**config.mk**
```make
export PLATFORM = sky130hd
export DESIGN_NAME = ser_regs
export DESIGN_NICKNAME = d
export VERILOG_FILES = /design/src/rtl/ser_pkg.sv /design/src/rtl/ser_chan.sv /design/src/rtl/ser_irq.sv /design/src/rtl/ser_regs.sv
export SDC_FILE = /design/constraint.sdc
export NUM_CORES = 1
export LEC_CHECK = 0
export BUFFER_PORTS_ARGS = -buffer_cell sky130_fd_sc_hd__buf_4
export CAP_MARGIN = 5
export CORE_UTILIZATION = 54
export DETAILED_ROUTE_END_ITERATION = 10
export GPL_TIMING_DRIVEN = 0
export HOLD_SLACK_MARGIN = 0.08
export PLACE_DENSITY = 0.84
export SLEW_MARGIN = 20
export SYNTH_ARGS = -nofsm -noshare
export SYNTH_HDL_FRONTEND = slang
export SYNTH_SLANG_ARGS = --single-unit
```
**constraint.sdc**
```tcl
create_clock -name clk_i -period 1.8 [get_ports clk_i]
set_input_delay 0 -clock clk_i [delete_from_list [all_inputs] [get_ports clk_i]]
set_output_delay 0 -clock clk_i [all_outputs]
set_load 0.01 [all_outputs]
```
**src/rtl/ser_pkg.sv**
```systemverilog
package ser_pkg;
  localparam int NUM_CH = 2;
  localparam int DW     = 8;
  localparam int AW     = 4;
  localparam int ISR_STRIDE = 4;

  // channel-local register offsets (addr[1:0]); addr[2] selects channel
  localparam logic [1:0] OFS_STAT = 2'd0;
  localparam logic [1:0] OFS_CMD  = 2'd1;
  localparam logic [1:0] OFS_HOLD = 2'd2;

  localparam logic [AW-1:0] ADR_ISR = 4'h8;
  localparam logic [AW-1:0] ADR_IMR = 4'h9;
  localparam logic [AW-1:0] ADR_IVR = 4'hA;

  localparam int ST_RXRDY = 0;
  localparam int ST_TXRDY = 2;
  localparam int ST_TXEMT = 3;

  localparam int ISR_TX = 0;
  localparam int ISR_RX = 1;

  localparam logic [1:0] CMD_ON  = 2'b01;
  localparam logic [1:0] CMD_OFF = 2'b10;

  localparam logic [2:0] IRQ_PRIO = 3'd4;
endpackage

```
**src/rtl/ser_chan.sv**
```systemverilog
module ser_chan
  import ser_pkg::*;
#(
  parameter int W = DW
) (
  input  logic         clk_i,
  input  logic         rst_ni,
  input  logic         cmd_we_i,
  input  logic [3:0]   cmd_i,
  input  logic         hold_rd_i,
  input  logic         rx_valid_i,
  input  logic [W-1:0] rx_data_i,
  output logic [7:0]   status_o,
  output logic [W-1:0] hold_o,
  output logic         rx_en_o,
  output logic         tx_en_o
);
  logic rx_en_q, tx_en_q, rxrdy_q, txrdy_q;
  logic [W-1:0] hold_q;
  logic accept;

  assign accept = rx_en_q && !rxrdy_q && rx_valid_i;

  always_ff @(posedge clk_i or negedge rst_ni) begin
    if (!rst_ni) begin
      rx_en_q <= 1'b0;
      tx_en_q <= 1'b0;
      rxrdy_q <= 1'b0;
      txrdy_q <= 1'b0;
      hold_q  <= '0;
    end else begin
      if (cmd_we_i) begin
        if (cmd_i[1:0] == CMD_ON)       rx_en_q <= 1'b1;
        else if (cmd_i[1:0] == CMD_OFF) rx_en_q <= 1'b0;
        if (cmd_i[3:2] == CMD_ON) begin
          tx_en_q <= 1'b1;
          txrdy_q <= 1'b1;
        end else if (cmd_i[3:2] == CMD_OFF) begin
          tx_en_q <= 1'b0;
          txrdy_q <= 1'b0;
        end
      end
      // an accepted byte wins over a simultaneous holding read
      if (accept) begin
        hold_q  <= rx_data_i;
        rxrdy_q <= 1'b1;
      end else if (hold_rd_i) begin
        rxrdy_q <= 1'b0;
      end
    end
  end

  always_comb begin
    status_o           = '0;
    status_o[ST_RXRDY] = rxrdy_q;
    status_o[ST_TXRDY] = txrdy_q;
    status_o[ST_TXEMT] = txrdy_q; // no shifter here: empty tracks ready
  end

  assign hold_o  = hold_q;
  assign rx_en_o = rx_en_q;
  assign tx_en_o = tx_en_q;
endmodule

```
**src/rtl/ser_irq.sv**
```systemverilog
module ser_irq
  import ser_pkg::*;
#(
  parameter int W = DW
) (
  input  logic         clk_i,
  input  logic         rst_ni,
  input  logic         imr_we_i,
  input  logic         ivr_we_i,
  input  logic [W-1:0] wdata_i,
  input  logic [W-1:0] isr_i,
  output logic [W-1:0] imr_o,
  output logic [W-1:0] ivr_o,
  output logic         irq_o
);
  logic [W-1:0] imr_q, ivr_q;
  logic irq_q;

  always_ff @(posedge clk_i or negedge rst_ni) begin
    if (!rst_ni) begin
      imr_q <= '0;
      ivr_q <= '0;
      irq_q <= 1'b0;
    end else begin
      if (imr_we_i) imr_q <= wdata_i;
      if (ivr_we_i) ivr_q <= wdata_i;
      irq_q <= |(isr_i & imr_q);
    end
  end

  assign imr_o = imr_q;
  assign ivr_o = ivr_q;
  assign irq_o = irq_q;
endmodule

```
**src/rtl/ser_regs.sv**
```systemverilog
module ser_regs
  import ser_pkg::*;
#(
  parameter logic [2:0] IRQ_LEVEL = IRQ_PRIO
) (
  input  logic                 clk_i,
  input  logic                 rst_ni,
  input  logic [AW-1:0]        addr_i,
  input  logic                 wr_i,
  input  logic                 rd_i,
  input  logic [DW-1:0]        wdata_i,
  output logic [DW-1:0]        rdata_o,
  input  logic [NUM_CH-1:0]    rx_valid_i,
  input  logic [NUM_CH*DW-1:0] rx_data_i,
  output logic [NUM_CH-1:0]    tx_wr_o,
  output logic [DW-1:0]        tx_data_o,
  output logic                 irq_o,
  output logic [2:0]           irq_level_o,
  output logic [DW-1:0]        irq_vector_o
);
  logic [7:0]    st_w   [NUM_CH];
  logic [DW-1:0] hold_w [NUM_CH];
  logic [NUM_CH-1:0] rx_en_w, tx_en_w, ch_sel;
  logic [DW-1:0] isr_w, imr_w, ivr_w;
  logic          is_chan;
  logic [1:0]    ofs;

  assign is_chan = !addr_i[AW-1];
  assign ofs     = addr_i[1:0];

  for (genvar c = 0; c < NUM_CH; c++) begin : g_ch
    assign ch_sel[c] = is_chan && (addr_i[2] == c[0]);

    ser_chan #(.W(DW)) u_chan (
      .clk_i      (clk_i),
      .rst_ni     (rst_ni),
      .cmd_we_i   (wr_i && ch_sel[c] && ofs == OFS_CMD),
      .cmd_i      (wdata_i[3:0]),
      .hold_rd_i  (rd_i && ch_sel[c] && ofs == OFS_HOLD),
      .rx_valid_i (rx_valid_i[c]),
      .rx_data_i  (rx_data_i[c*DW +: DW]),
      .status_o   (st_w[c]),
      .hold_o     (hold_w[c]),
      .rx_en_o    (rx_en_w[c]),
      .tx_en_o    (tx_en_w[c])
    );

    assign tx_wr_o[c] = wr_i && ch_sel[c] && ofs == OFS_HOLD && tx_en_w[c];
  end

  always_comb begin
    isr_w = '0;
    for (int c = 0; c < NUM_CH; c++) begin
      isr_w[c*ISR_STRIDE + ISR_TX] = st_w[c][ST_TXRDY];
      isr_w[c*ISR_STRIDE + ISR_RX] = st_w[c][ST_RXRDY];
    end
  end

  ser_irq #(.W(DW)) u_irq (
    .clk_i    (clk_i),
    .rst_ni   (rst_ni),
    .imr_we_i (wr_i && addr_i == ADR_IMR),
    .ivr_we_i (wr_i && addr_i == ADR_IVR),
    .wdata_i  (wdata_i),
    .isr_i    (isr_w),
    .imr_o    (imr_w),
    .ivr_o    (ivr_w),
    .irq_o    (irq_o)
  );

  always_comb begin
    rdata_o = '0;
    if (is_chan) begin
      for (int c = 0; c < NUM_CH; c++) begin
        if (ch_sel[c]) begin
          if (ofs == OFS_STAT)      rdata_o = st_w[c];
          else if (ofs == OFS_HOLD) rdata_o = hold_w[c];
        end
      end
    end else begin
      case (addr_i)
        ADR_ISR: rdata_o = isr_w;
        ADR_IMR: rdata_o = imr_w;
        ADR_IVR: rdata_o = ivr_w;
        default: rdata_o = '0;
      endcase
    end
  end

  assign tx_data_o    = wdata_i;
  assign irq_level_o  = IRQ_LEVEL;
  assign irq_vector_o = ivr_w;
endmodule

```
# Word level (Yosys, flattened, before mapping)

Cells that the tools add are included.
W data, S select, Z words.

Register bits after elaboration: 39
Latch bits: 0
RAM bits: 0
ROM bits: 0
Bits of input ports: 34
Output and inout port bits: 30
Word-level logic and storage cells: 71
Memories kept: 0

Add/subtract/negate cells: 0
Multipliers: 0
Div/mod/pow operators: 0
$lt $le $gt $ge: 0
Equal/unequal tests: 9
Shift operators: 0
Multiplexer cells: 16
Bitwise gates (word level): 2
Reductions and logical operators: 33

Operators by type and width:

| cell                 | number |
|---|---|
| $mux W8              | 7 |
| $pmux W8 S3          | 1 |
| $logic_and A1 B1 Y1  | 20 |
| $eq A4 B4 Y1 const B | 3 |
| $and A6 B8 Y8        | 1 |
| $mux W1              | 8 |
| $reduce_and A2 Y1    | 4 |
| $reduce_bool A2 Y1   | 4 |
| $reduce_or A8 Y1     | 1 |
| $eq A2 B1 Y1 const B | 3 |
| $eq A2 B2 Y1 const B | 3 |
| $logic_not A1 Y1     | 3 |
| $logic_not A2 Y1     | 1 |
| $not A1 Y1           | 1 |

# Logic depth before layout (Yosys ltp)

Gate-level depths: netlist of run 1.

Word-level depth: 8
Mapped depth: 4
Gate-level depth less buffers: 4

# Hierarchy

Synthesis of run 1 repeated with hierarchy kept, for this count alone.

Cells, all modules: 201
Area total of the unflattened synthesis: 2417.3 sq um

By module, submodules not included:

| module   | times used | cells each | area an instance (sq um) |
|---|---|---|---|
| ser_chan | 2          | 39         | 525.5 |
| ser_irq  | 1          | 40         | 724.4 |
| ser_regs | 1          | 83         | 641.9 |

# Least setup slack after synthesis of run 1

No wires, ideal clock.

Kind: input to register
From: input addr_i[2]
To: register u_irq.ivr_q[0], in the netlist u_irq.ivr_o[0]
Library setup time: 125 ps
Data arrival time: 1098 ps
Data required time: 1675 ps
Path slack: 577 ps
Cell stages on the path: 4
Path buffers: 1
Cell sequence: nand2b_1 > buf_2 > nor4b_4 > mux2_2

Longest elaborated chain between the ends: 2

RTL lines:

| element              | RTL line       | RTL |
|---|---|---|
| start, declared      | ser_regs.sv:8  | `input logic [AW-1:0] addr_i,` |
| $eq A4 B4 Y1         | ser_regs.sv:63 | `.ivr_we_i (wr_i && addr_i == ADR_IVR),` |
| $logic_and A1 B1 Y1  | ser_regs.sv:63 |  |
| end signal, assigned | ser_irq.sv:26  | `if (ivr_we_i) ivr_q <= wdata_i;` |
| end, declared        | ser_irq.sv:16  | `logic [W-1:0] imr_q, ivr_q;` |

No other way between the ends.
A chain may end at the register's enable or synchronous reset.

# Worst setup path in the final report of run 1

From: register g_ch[1].u_chan.rxrdy_q
To: output rdata_o[5]

Longest elaborated chain between the ends: 2

RTL lines:

| element                | RTL line       | RTL |
|---|---|---|
| start, declared        | ser_chan.sv:18 | `logic rx_en_q, tx_en_q, rxrdy_q, txrdy_q;` |
| start signal, assigned | ser_chan.sv:28 | `rxrdy_q <= 1'b0;` |
| start signal, assigned | ser_chan.sv:46 | `rxrdy_q <= 1'b1;` |
| start signal, assigned | ser_chan.sv:48 | `rxrdy_q <= 1'b0;` |
| $pmux W8 S3            | ser_regs.sv:81 | `case (addr_i)` |
| $mux W8                | ser_regs.sv:73 | `if (is_chan) begin` |
| end, declared          | ser_regs.sv:12 | `output logic [DW-1:0] rdata_o,` |

No other way between the ends.

==> results of run 1 <==
## layout make-up
type | count | area [µm²] | area share
plain buffers | 17 | 108.9 | 0.03801
clock buffers | 7 | 76.32 | 0.02665
clock inverters | 1 | 5.005 | 0.001747
inverters | 4 | 15.01 | 0.005242
multi-input cells | 106 | 914.6 | 0.3194
flip-flops and latches | 39 | 975.9 | 0.3408
well taps | 46 | 57.56 | 0.02010
repair buffers | 86 | 710.7 | 0.2481
## report_power, final
| group | total, W | switching (W) | internal [W] |
|---|---|---|---|
| combinational | 0.000862 | 0.000323 | 0.000540 |
| sequential | 0.00141 | 0.000224 | 0.00119 |
| clock | 0.000547 | 0.000275 | 0.000272 |
## worst max path at each step
stage / start / to / slack, ps
global route: g_ch[1].u_chan.tx_en_o$_DFFE_PN0P_ / rdata_o[4] / 90
finish: g_ch[1].u_chan.rxrdy_q$_DFFE_PN0P_ / rdata_o[5] / 160
CTS: g_ch[1].u_chan.rxrdy_q$_DFFE_PN0P_ / rdata_o[5] / 180
global placement: addr_i[2] / u_irq.ivr_o[5]$_DFFE_PN0P_ / 280
floorplan: addr_i[2] / u_irq.ivr_o[0]$_DFFE_PN0P_ / 580
detailed placement: addr_i[2] / u_irq.ivr_o[1]$_DFFE_PN0P_ / 240
## state kept, by name (all words and copies together) (netlist names)
name / flops
g_ch.u_chan.hold_o: 16
g_ch.u_chan.rx_en_o: 2
g_ch.u_chan.rxrdy_q: 2
g_ch.u_chan.tx_en_o: 1
g_ch.u_chan.txrdy_q: 1
u_irq.imr_o: 8
u_irq.irq_o: 1
u_irq.ivr_o: 8
## Yosys cell counts, drive strengths merged
library cell | count | area (µm²)
mux2i | 1 | 10.01
or3 | 1 | 6.260
clkbuf | 3 | 11.26
and2 | 2 | 12.51
nor2b | 4 | 25.02
o221ai | 3 | 26.28
nor3b | 1 | 7.510
nand3b | 3 | 22.52
conb | 2 | 7.510
nor2 | 1 | 6.260
nor3 | 2 | 10.01
and4bb | 1 | 12.51
o31ai | 3 | 22.52
a21bo | 2 | 20.02
ha | 2 | 25.02
a22oi | 9 | 67.56
mux2 | 41 | 461.7
dfrtp | 39 | 975.9
nor4b | 2 | 32.53
o21ai | 4 | 20.02
nand2b | 2 | 12.51
nand2 | 7 | 26.28
a21oi | 5 | 25.02
a221oi | 3 | 26.28
buf | 14 | 97.59
nor4 | 2 | 12.51
and3 | 2 | 12.51
inv | 4 | 15.01
## layout by cell type, fill, tap and decap left out, drive strengths merged, types with 2 or more instances in the layout
master / netlist / layout
a21bo: 2 / 2
nor4: 2 / 2
conb: 2 / 3
dlygate4sd3: 0 / 26
o21ai: 4 / 4
clkbuf: 3 / 10
inv: 4 / 4
o31ai: 3 / 3
dfrtp: 39 / 39
and3: 2 / 2
o221ai: 3 / 3
nand2: 7 / 7
nand3b: 3 / 3
and2: 2 / 2
buf: 14 / 74
mux2: 41 / 41
nor4b: 2 / 2
ha: 2 / 2
a21oi: 5 / 5
nand2b: 2 / 2
nor2b: 4 / 4
nor3: 2 / 2
a221oi: 3 / 3
a22oi: 9 / 9
## per-layer routing
metal	track usage	vias up	routed length [µm]
met5	0	-	0
met4	0.1337	0	119
met3	0.04380	13	319
met2	0.5134	83	2783
met1	0.3162	831	2028
li1	-	783	-
## logic make-up (layout without fill, tap and decap cells)
logic type               count (synthesis)  count (layout)  synth area share
adder cells (fa/ha/maj)                  2               2           0.01244
other                                    2               3          0.003735
AND/OR/NAND/NOR                         30              30           0.09894
AO/OA/AOI/OAI                           29              29            0.1033
multiplexers                            42              42            0.2346
flip-flops                              39              39            0.4854
buffers and inverters                   21             115           0.06160
## worst min-delay path: stages
cell and delay, ps:
buf_4 100, nor4b_4 80, mux2_2 220
## per-stage QoR
stage	hold slack (ps)	instance area, µm²	total power, W	cells	utilization
6_report	154.3	2864	0.002824	306	0.8321
4_1_cts	155.8	2864	0.002822	306	0.8321
3_3_place_gp	-17.81	2522	0.002166	272	0.7328
2_1_floorplan	-295.6	2014	0.001858	166	-
5_1_grt	179.0	2864	0.002960	306	0.8321
3_5_place_dp	-3.888	2522	0.002235	272	0.7328
==> impl_metrics.ini, run 1 <==
[critical_path]
cp.required_ps = 1800
critPathKind = flop to primary output
crit_chain = mux2_2 -> a221oi_1 -> o31ai_1 -> buf_4
r2r_setup_slack_ps = 400
critPathLaunchType = flop
worst_r2r_startpoint = g_ch[1].u_chan.rxrdy_q$_DFFE_PN0P_
worst_r2r_path_depth = 2
worst-path-buf-inv = 1
arrival_ps = 1640
end_kind = primary output
worst-path-stages = 4
cp_top_family = compound AO/OA/AOI/OAI gates
slowest_delay_ps = 440
critical_path_peak_fanout = 5
worstReg2RegEnd = g_ch[1].u_chan.hold_o[6]$_DFFE_PN0P_
critPathSlowestCell = dfrtp_1

[sta]
hold_viol = 0
drv_slew = 0
tns_ps = 0
worst_pin_slew_ps = 773.3
min_period_ps = 1638
setup_viol = 0
worst_slack_ps = 162.1
rsz0062_at_grt = false
fmax_ghz = 0.6105
finClkSkew_ps = 7.709
relSlewSlack = 0.4772
fin_crit_sh = 0.9099

[status]
status = finished clean

[cts]
path_clk_slew_ps = 70
cts-htree-levels = 2
clock_latency_ps = 280
cts_sinks = 39
post_cts_buffers = 0
hold_buffers = 26
ctsRootBufferMaster = clkbuf_8
clockBufferDepth = 2
cts_resized = 0
cts_tree = built
cts_buffers = 5

[grt]
first_global_vias = 1835
track_usage = 0.2816
antenna_found_initial = 0
grt_pass1_wl_mm = 8.383
grt_max_degree = 40
grt-ovfl-total = 0

[place]
port_buffers = 60
place.gp.congestion = 0.8986
place_ws_ps = 237.1
hpwl_mm = 3.548

[routing]
num_vias = 1710
avgRoutedWirePerCell_um = 17.16
drtIter0Drc = 65
viasPerCell = 5.588
drt_wl_total_mm = 5.250
drc = 0
drt-pass1-iter-count = 4
drtAntennaViolNets = 0

[floorplanning]
num_rows = 21
fp.dieArea_um2 = 3972
initial_utilization = 0.5842
dieWidth_um = 63.02
die_h_um = 63.02
core_um2 = 3442
io_pins = 64

[hold_path]
hold_path_class = primary input to flop
hold_path_end = u_irq.ivr_o[2]$_DFFE_PN0P_
worstHoldStart = addr_i[0]
min_path_cells = 3

[synthesis]
ys_warn_count = 0
ys_ff_latch = 39
ys_types = 30
avgSynthCellArea_um2 = 12.19
syn_area_um2 = 2011
yosysSeqAreaShare = 0.4854
syn-instance-count = 165

[final_layout]
n_fill_cell = 197
syn_to_final_growth_pct = 42.44
fin_nets = 295
antennaDiodeCount = 0
drive_gt1_frac = 0.4846

[pwr]
cellPowerDensity_nw_per_um2 = 986.0
peakVddDrop_mv = 0.6699
p_leak_nw = 1.343

[job]
cap_viol_max_count = 0
Power figures use the tool's default switching activity.
==> run 2: changes to the inputs <==
--- a/config.mk
+++ b/config.mk
@@ -5,13 +5,14 @@
 export SDC_FILE = /design/constraint.sdc
 export NUM_CORES = 1
 export LEC_CHECK = 0
+export ABC_CLOCK_PERIOD_IN_PS = 1350
 export BUFFER_PORTS_ARGS = -buffer_cell sky130_fd_sc_hd__buf_4
 export CAP_MARGIN = 5
-export CORE_UTILIZATION = 54
+export CORE_UTILIZATION = 46
 export DETAILED_ROUTE_END_ITERATION = 10
 export GPL_TIMING_DRIVEN = 0
 export HOLD_SLACK_MARGIN = 0.08
-export PLACE_DENSITY = 0.84
+export PLACE_DENSITY = 0.76
 export SLEW_MARGIN = 20
 export SYNTH_ARGS = -nofsm -noshare
 export SYNTH_HDL_FRONTEND = slang
==> constraint.sdc (replaced) <==
create_clock -name clk_i -period 1.35 [get_ports clk_i]
set_input_delay 0 -clock clk_i [delete_from_list [all_inputs] [get_ports clk_i]]
set_output_delay 0 -clock clk_i [all_outputs]
set_load 0.01 [all_outputs]
==> run 2 against run 1 <==
Net effect: highest routed layer unchanged; design area up 8.5%; critical path depth is the same; non-clock buffer count up 13; the flow now finishes with violations (setup timing); die area rose by 17%; critical path type unchanged; global-route usage is 3.0 points lower; utilization down 7.2 points.
==> impl_metrics.ini, run 2 (synthesis gave the netlist of run 1 again) <==
[status]
status = complete, but fails checks
violations = setup timing

[pwr]
cellPowerDensity_nw_per_um2 = 1318
peakVddDrop_mv = 1.131
p_leak_nw = 1.452
power_w = 0.004096

[sta]
rsz0062_at_grt = true
drv_slew = 0
tns_ps = -633.5
min_period_ps = 1549
worst_slack_ps = -198.8
fmax_ghz = 0.6456
hold_viol = 0
worst_pin_slew_ps = 714.7
finClkSkew_ps = 10.03
setup_viol = 5
fin_hold_ws_ps = 136.1
relSlewSlack = 0.5215
fin_crit_sh = 1.147

[grt]
grt-ovfl-total = 0
antenna_found_initial = 0
track_usage = 0.2519
first_global_vias = 1719
grt_pass1_wl_mm = 8.500
grt_max_degree = 40

[hold_path]
min_path_cells = 3
hold_path_class = primary input to flop

[floorplanning]
num_rows = 23
fp.dieArea_um2 = 4640
io_pins = 64
initial_utilization = 0.4920
core_um2 = 4086
die_h_um = 68.12
dieWidth_um = 68.12

[routing]
drt_wl_total_mm = 5.459
drc = 0
avgRoutedWirePerCell_um = 16.95
top_layer = met4
drtAntennaViolNets = 0
drtIter0Drc = 49
drt-met1-wl_mm = 2.261
num_vias = 1750
viasPerCell = 5.435
wl_met3_um = 239
drt-pass1-iter-count = 4
dr_wl_met2_mm = 2.819

[cts]
path_clk_slew_ps = 70
clockBufferDepth = 2
ctsRootBufferMaster = clkbuf_8
clock_latency_ps = 290
cts-htree-levels = 2
cts_tree = built
cts_buffers = 5
cts_sinks = 39

[critical_path]
critPathLaunchType = flop
worst-path-buf-inv = 1
end_kind = primary output
cp_top_family = flip-flops
cp.required_ps = 1350
arrival_ps = 1550
critPathKind = flop to primary output
worst-path-stages = 4
critical_path_peak_fanout = 4
slowest_delay_ps = 420
worst_r2r_path_depth = 4
critPathSlowestCell = dfrtp_1
crit_chain = mux2_4 -> a221oi_4 -> o31ai_2 -> buf_4

[final_layout]
drive_gt1_frac = 0.5846
fin_cells = 322
final_common_cell = buf_4
syn_to_final_growth_pct = 54.51
fin_nets = 308
largest_register_ffs = 16
regArea_um2 = 975.9
multi_input_area_um2 = 1040
fin_area_um2 = 3107
layout_common_cells = 81 x buf_4, 39 x dfrtp_1, 38 x mux2_2
n_fill_cell = 281
antennaDiodeCount = 0

[place]
port_buffers = 60
dp_cells = 276
hpwl_mm = 3.402
place.gp.congestion = 0.8496
placed_cell_area_um2 = 2527

[job]
cap_viol_max_count = 0
==> run 2: path summary, 6_finish.rpt <==
path	startpoint	end	slack [ps]
worst max-delay path	g_ch[0].u_chan.rxrdy_q$_DFFE_PN0P_	rdata_o[1]	-200
worst min-delay path	wdata_i[2]	g_ch[1].u_chan.tx_en_o$_DFFE_PN0P_	140
worst max register to register	g_ch[1].u_chan.rxrdy_q$_DFFE_PN0P_	g_ch[1].u_chan.hold_o[1]$_DFFE_PN0P_	20
worst min register to register	g_ch[1].u_chan.hold_o[2]$_DFFE_PN0P_	g_ch[1].u_chan.hold_o[2]$_DFFE_PN0P_	510
max in group asynchronous	rst_ni	u_irq.imr_o[0]$_DFFE_PN0P_	790
min in group asynchronous	rst_ni	g_ch[1].u_chan.hold_o[6]$_DFFE_PN0P_	200
==> run 2: final cells by class <==
| cell class | count | area share |
|---|---|---|
| clock inverter | 2 | 0.004430 |
| inverter | 4 | 0.004833 |
| multi-input combinational | 106 | 0.3347 |
| tap | 50 | 0.02014 |
| clock buffer | 5 | 0.02215 |
| timing repair buffer | 99 | 0.2638 |
| sequential | 39 | 0.3141 |
| buffer | 17 | 0.03584 |
==> run 2: timing repair <==
| item | CTS | global route |
|---|---|---|
| buffers inserted | 12 | 1 |
| pin swaps | 5 | 5 |
| resized for setup | 13 | 20 |
| endpoints found under the setup margin | 25 | 15 |
| hold buffers | 26 | 0 |
| hold endpoints to repair | 73 | 0 |
==> run 2: per-stage QoR <==
| stage | setup WS, ps | util |
|---|---|---|
| CTS | -183.4 | 0.7370 |
| global placement | -217.8 | 0.6185 |
| detailed placement | -240.0 | 0.6185 |
| floorplan | 127.1 | - |
| finish | -198.8 | 0.7603 |
| global route | -255.3 | 0.7603 |
==> run 2: power by group <==
part           leakage [nW]  switching [W]  internal (W)
Sequential            0.484       0.000304       0.00159
Combinational         0.925       0.000542      0.000918
Clock                0.0440       0.000391      0.000353
==> run 2: tightest hold or removal path, stage by stage <==
cell and delay, ps:
buf_4 90, ha_1 160, mux2_2 140
==> run 2: per-layer routing <==
layer / vias up / GRT usage
met5: - / 0
met1: 868 / 0.3203
met2: 58 / 0.4277
met4: 0 / 0.07813
li1: 808 / -
met3: 16 / 0.05000
